`src/rtl/eg_dot_pkg.sv`:
```
package eg_dot_pkg;

    typedef enum logic [1:0] {
        ST_IDLE = 2'd0,
        ST_RUN  = 2'd1,
        ST_DONE = 2'd2
    } eg_state_t;

endpackage

```
`src/rtl/eg_dot_lane.sv`:
```
// Signed dot product of one group, sign-extended to the accumulator width.
module eg_dot_lane #(
    parameter int GRP_ELEMS = 4,
    parameter int ELEM_W    = 8,
    parameter int ACC_W     = 32
) (
    input  logic [GRP_ELEMS*ELEM_W-1:0] grp_a,
    input  logic [GRP_ELEMS*ELEM_W-1:0] grp_b,
    output logic [ACC_W-1:0]            grp_sum
);
    localparam int PROD_W = 2 * ELEM_W;

    logic signed [PROD_W-1:0] prod [GRP_ELEMS];

    for (genvar j = 0; j < GRP_ELEMS; j++) begin : g_mul
        logic signed [ELEM_W-1:0] ea;
        logic signed [ELEM_W-1:0] eb;
        assign ea = grp_a[j*ELEM_W +: ELEM_W];
        assign eb = grp_b[j*ELEM_W +: ELEM_W];
        assign prod[j] = ea * eb;
    end

    always_comb begin
        grp_sum = '0;
        for (int j = 0; j < GRP_ELEMS; j++) begin
            grp_sum = grp_sum + {{(ACC_W-PROD_W){prod[j][PROD_W-1]}}, prod[j]};
        end
    end
endmodule

```
`src/rtl/eg_dot_fsm.sv`:
```
// Launch decode, group sequencing and completion signalling.
module eg_dot_fsm
    import eg_dot_pkg::*;
#(
    parameter int NUM_GROUPS = 4,
    parameter int GRP_ELEMS  = 4,
    parameter int VL_W       = 5,
    parameter int IDX_W      = 2
) (
    input  logic             clk,
    input  logic             rst_n,
    input  logic             start_valid,
    input  logic [VL_W-1:0]  vl,
    output logic             start_ready,
    output logic             run_en,
    output logic [IDX_W-1:0] grp_idx,
    output logic             done,
    output logic             illegal
);
    localparam int GRP_SHIFT = $clog2(GRP_ELEMS);
    localparam int MAX_VL    = NUM_GROUPS * GRP_ELEMS;

    eg_state_t        state_q, state_d;
    logic [IDX_W-1:0] grp_q, last_q;
    logic             bad_q;

    logic             accept;
    logic             vl_bad;
    logic [VL_W-1:0]  ngrp;

    assign accept = start_valid && (state_q == ST_IDLE);
    assign vl_bad = (vl[GRP_SHIFT-1:0] != '0) || (vl > VL_W'(MAX_VL));
    assign ngrp   = vl >> GRP_SHIFT;

    always_comb begin
        state_d = state_q;
        unique case (state_q)
            ST_IDLE: if (start_valid) state_d = (vl_bad || ngrp == '0) ? ST_DONE : ST_RUN;
            ST_RUN:  if (grp_q == last_q) state_d = ST_DONE;
            ST_DONE: state_d = ST_IDLE;
            default: state_d = ST_IDLE;
        endcase
    end

    always_ff @(posedge clk or negedge rst_n) begin
        if (!rst_n) begin
            state_q <= ST_IDLE;
            grp_q   <= '0;
            last_q  <= '0;
            bad_q   <= 1'b0;
        end else begin
            state_q <= state_d;
            if (accept) begin
                grp_q  <= '0;
                last_q <= IDX_W'(ngrp - VL_W'(1));
                bad_q  <= vl_bad;
            end else if (state_q == ST_RUN) begin
                grp_q <= grp_q + IDX_W'(1);
            end
        end
    end

    always_comb begin
        start_ready = 1'b0;
        run_en      = 1'b0;
        done        = 1'b0;
        illegal     = 1'b0;
        unique case (state_q)
            ST_IDLE: start_ready = 1'b1;
            ST_RUN:  run_en      = 1'b1;
            ST_DONE: begin
                done    = 1'b1;
                illegal = bad_q;
            end
            default: ;
        endcase
    end

    assign grp_idx = grp_q;
endmodule

```
`src/rtl/eg_dot_acc.sv`:
```
// Top: operand capture, shared lane, and the accumulator bank.
module eg_dot_acc #(
    parameter int NUM_GROUPS = 4,
    parameter int GRP_ELEMS  = 4,
    parameter int ELEM_W     = 8,
    parameter int ACC_W      = 32,
    localparam int GRP_W     = GRP_ELEMS * ELEM_W,
    localparam int VEC_W     = NUM_GROUPS * GRP_W,
    localparam int ACC_BUS_W = NUM_GROUPS * ACC_W,
    localparam int VL_W      = $clog2(NUM_GROUPS * GRP_ELEMS + 1),
    localparam int IDX_W     = (NUM_GROUPS > 1) ? $clog2(NUM_GROUPS) : 1
) (
    input  logic                 clk,
    input  logic                 rst_n,
    input  logic                 start_valid,
    output logic                 start_ready,
    input  logic [VL_W-1:0]      vl,
    input  logic [VEC_W-1:0]     src_a,
    input  logic [VEC_W-1:0]     src_b,
    input  logic [ACC_BUS_W-1:0] acc_in,
    output logic [ACC_BUS_W-1:0] acc_out,
    output logic                 done,
    output logic                 illegal
);
    logic             run_en;
    logic [IDX_W-1:0] grp_idx;
    logic             accept;
    logic [VEC_W-1:0] a_q, b_q;
    logic [GRP_W-1:0] a_sel, b_sel;
    logic [ACC_W-1:0] lane_sum;
    logic [ACC_W-1:0] acc_q [NUM_GROUPS];

    eg_dot_fsm #(
        .NUM_GROUPS(NUM_GROUPS),
        .GRP_ELEMS (GRP_ELEMS),
        .VL_W      (VL_W),
        .IDX_W     (IDX_W)
    ) u_fsm (
        .clk        (clk),
        .rst_n      (rst_n),
        .start_valid(start_valid),
        .vl         (vl),
        .start_ready(start_ready),
        .run_en     (run_en),
        .grp_idx    (grp_idx),
        .done       (done),
        .illegal    (illegal)
    );

    assign accept = start_valid && start_ready;

    always_ff @(posedge clk or negedge rst_n) begin
        if (!rst_n) begin
            a_q <= '0;
            b_q <= '0;
        end else if (accept) begin
            a_q <= src_a;
            b_q <= src_b;
        end
    end

    assign a_sel = a_q[grp_idx*GRP_W +: GRP_W];
    assign b_sel = b_q[grp_idx*GRP_W +: GRP_W];

    eg_dot_lane #(
        .GRP_ELEMS(GRP_ELEMS),
        .ELEM_W   (ELEM_W),
        .ACC_W    (ACC_W)
    ) u_lane (
        .grp_a  (a_sel),
        .grp_b  (b_sel),
        .grp_sum(lane_sum)
    );

    for (genvar g = 0; g < NUM_GROUPS; g++) begin : g_acc
        always_ff @(posedge clk or negedge rst_n) begin
            if (!rst_n) begin
                acc_q[g] <= '0;
            end else if (accept) begin
                acc_q[g] <= acc_in[g*ACC_W +: ACC_W];
            end else if (run_en && grp_idx == IDX_W'(g)) begin
                acc_q[g] <= acc_q[g] + lane_sum;
            end
        end
        assign acc_out[g*ACC_W +: ACC_W] = acc_q[g];
    end
endmodule

```
`config.mk`:
```
export PLATFORM = sky130hd
export DESIGN_NAME = eg_dot_acc
export DESIGN_NICKNAME = d
export VERILOG_FILES = /design/src/rtl/eg_dot_pkg.sv /design/src/rtl/eg_dot_lane.sv /design/src/rtl/eg_dot_fsm.sv /design/src/rtl/eg_dot_acc.sv
export SDC_FILE = /design/constraint.sdc
export NUM_CORES = 2
export LEC_CHECK = 0
export BUFFER_PORTS_ARGS = -buffer_cell sky130_fd_sc_hd__buf_4
export CAP_MARGIN = 20
export CORE_MARGIN = 8
export CORE_UTILIZATION = 45
export DETAILED_ROUTE_END_ITERATION = 8
export PLACE_DENSITY = 0.73
export RECOVER_POWER = 25
export SYNTH_ARGS = -nofsm -noshare
export SYNTH_HDL_FRONTEND = slang
export SYNTH_HIERARCHICAL = 1
export SYNTH_SLANG_ARGS = --single-unit
```
`constraint.sdc`:
```
create_clock -name clk -period 10.56 [get_ports clk]
set_input_delay 2.112 -clock clk [delete_from_list [all_inputs] [get_ports clk]]
set_output_delay 2.112 -clock clk [all_outputs]
set_load 0.01 [all_outputs]
```
==> metrics.csv <==
metric;value;unit
fin crit period;10.29;ns
die width;292;microns
largest net degree at the start of global routing;176;
area of the core;0.0758;sq mm
Fin. Hold Viols;0;
failing checks;capacitance limit, slew limit;
max-cap viol count;3;
Fillers;6944;
grt met1 use;37.6;%
crit path launch type;flop;
commonest cells after routing, fill and taps aside;1029 x nand2_1, 558 x buf_4, 391 x inv_1, 389 x dfrtp_1, 329 x fa_1;
H-Tree Depth;2;
commonest non-fill, non-tap cell in the layout;nand2_1;
first-pass GRT wire length;178000;microns
Main synth FF type;dfrtp_1;
antenna violations before repair;6;
top-level I/O count;523;
M3 GR Usage;5.51;%
Max Fclk;0.0972;GHz
hold crit path type;reg -> reg;
Mean Syn Cell Area;8.98;sq um
Yosys warnings;6;
multi-input combinational cell area;0.0226;sq mm
port buffer count;522;
Syn Nets;4771;
Synth Cell Area;0.0344;sq mm
CTS tree;done;
Critical Path RT;11.10;ns
Final Net Count;5234;
Crit Reg-Reg Startpoint;u_fsm/grp_idx[0];
worst-margin pin slew;5.51;ns
Final period util;97.4;%
Placer Congestion;0.958;
FF-to-FF path depth;34;
Critical-path top delay cell;fa_1;
Post-synth ARST share;100;%
kind of critical path;reg -> reg;
clock slew at reported path FFs;0.07;ns
Worst Hold Launch;a_q[74];
endpoints failing setup;0;
register area;0.00979;sq mm
CTS root buffer;clkbuf_16;
worst setup path startpoint;u_fsm/grp_idx[0];
slowest stage delay, CP;0.60;ns
TritonCTS Buffers;47;
Layout area overhead;19.6;%
drt drc;0;
dpl hpwl;94300;microns
share of cells above drive strength 1;17.6;%
TritonCTS sink count;391;
DRT antenna net count;0;
WL final;117000;microns
global routing's busiest layer;met2;
FF+latch count, synth;391;
vias in the first global route;29800;
setup TNS;0;ns
CTS max path bufs;3;
Pre-Repair DR Iteration Count;5;
Clk Latency, worst-skew pair;0.63;ns
most used cell along the critical path;fa_1;
Post-synth EDFFs;0;
DIE AREA;0.0854;sq mm
outcome;complete, but fails checks;
cell count of the worst hold path;2;
GRT overflow;0;
Avg Vias per Cell;5.51;
register area share after synthesis;28.5;%
fin. max-slew vios;329;
DR iter-0 viols;2830;
Synth Instances;3825;
setup slack, reg-to-reg;0.27;ns
Slew headroom;-267;%
hold endpoint;a_q[74];
via count;29200;
CP max FO;37;
num rows;101;
met2 Use GR;40.5;%
worst r2r dst;acc_out[63];
Worst Skew;0.0729;ns
drt wl/cell;22.0;microns
CP Data Arrival Time;10.83;ns
Initial Util;45.3;%
All-Layer GR Usage;26.7;%
Netlist cell types;81;
Crit. End Element;flop;
unrepaired setup endpoints after global routing;false;
Die Y;292;microns
-- final cells by class --
cell class / count / area share, %
clock buffers: 68 / 3.32
repair buffers: 571 / 10.7
flip-flops and latches: 391 / 23.8
multi-input cells: 2886 / 55.0
diodes: 4 / 0.0244
clock inverters: 18 / 0.624
inverters: 391 / 3.57
well taps: 978 / 2.98
-- synth_stat cells (6+ instances only) --
| master | instances | area share, % |
|---|---|---|
| nor3_1 | 25 | 0.36 |
| a22oi_1 | 14 | 0.31 |
| buf_4 | 14 | 0.31 |
| nand2_1 | 1030 | 11 |
| nor2b_1 | 27 | 0.49 |
| nand2b_1 | 21 | 0.38 |
| o21a_1 | 9 | 0.20 |
| buf_1 | 20 | 0.22 |
| o21ai_0 | 117 | 1.7 |
| or3_1 | 7 | 0.13 |
| and3_1 | 13 | 0.24 |
| mux4_2 | 64 | 4.2 |
| ha_1 | 224 | 8.2 |
| xnor2_1 | 73 | 1.9 |
| nand3_1 | 36 | 0.52 |
| a211oi_1 | 13 | 0.28 |
| nand4_1 | 16 | 0.29 |
| o211ai_1 | 7 | 0.15 |
| clkbuf_1 | 121 | 1.3 |
| a21o_1 | 80 | 1.7 |
| nor4_1 | 6 | 0.11 |
| mux2i_1 | 6 | 0.17 |
| fa_1 | 330 | 19 |
| o22ai_1 | 35 | 0.64 |
| o21ai_1 | 6 | 0.087 |
| a21oi_1 | 221 | 3.2 |
| nor2_1 | 153 | 1.7 |
| o31ai_1 | 7 | 0.15 |
| xor2_1 | 59 | 1.5 |
| dfrtp_1 | 391 | 28 |
| a31oi_1 | 34 | 0.62 |
| and2_1 | 150 | 2.7 |
| inv_1 | 391 | 4.3 |
| o21bai_1 | 11 | 0.24 |
-- critical path, delay by kind of cell, from the launching register on --
kind                       cells  cell delay, ns
adders and majority gates     10            4.76
AOI/OAI and AO/OA              9            2.24
buffers and inverters          9            0.96
muxes                          2            0.96
and+or+nand+nor                3            0.58
DFF                            1            0.48
xor gates and xnor gates       1            0.21
-- cell families after synthesis --
family	after synthesis	share of synthesized area (%)
compound gates	618	11.4
xor+xnor	132	3.37
fa+ha+maj	554	27.4
buf+inv	548	6.15
flops	391	28.5
mux	73	4.47
simple gates	1509	18.8
-- per-stage QoR --
step	instance area (sq um)	util [%]	setup slack [ns]	instances	hold WS, ns
5_1_grt	41100	54.2	0.0000195	5305	0.487
3_3_place_gp	39300	51.8	0.222	5204	0.452
6_report	41100	54.2	0.270	5307	0.472
2_1_floorplan	34400	-	0.0919	3825	0.440
3_5_place_dp	39300	51.8	0.000495	5204	0.458
4_1_cts	40900	53.9	0.0289	5290	0.473
-- how the worst max path moves through the flow --
stage                     cells past startpoint            to
final                                        34   acc_out[63]
after global placement                       33   acc_out[63]
after floorplan                              36  acc_out[127]
after CTS                                    33   acc_out[63]
after detailed placement                     34  acc_out[127]
after global routing                         34   acc_out[63]
-- registers in the layout (all words and copies together), names as in the netlist --
signal / count
a_q: 128
u_fsm/last_q: 2
u_fsm/state_q: 2
b_q: 128
u_fsm/bad_q: 1
u_fsm/grp_idx: 2
acc_out: 128
-- routing by layer --
layer | vias up | share of wire [%]
met1 | 14400 | 43
met2 | 1199 | 45
li1 | 13400 | -
met5 | - | 0.023
met4 | 4 | 4.1
met3 | 225 | 8.0
-- what timing repair did --
item,in CTS,in global routing
setup buffers,0,12
hold buffers,0,0
setup endpoints to repair,0,32
resized for setup,0,24
Power is not shown: default switching activity piles up to over one toggle a cycle in this logic, so the estimate is an artifact.
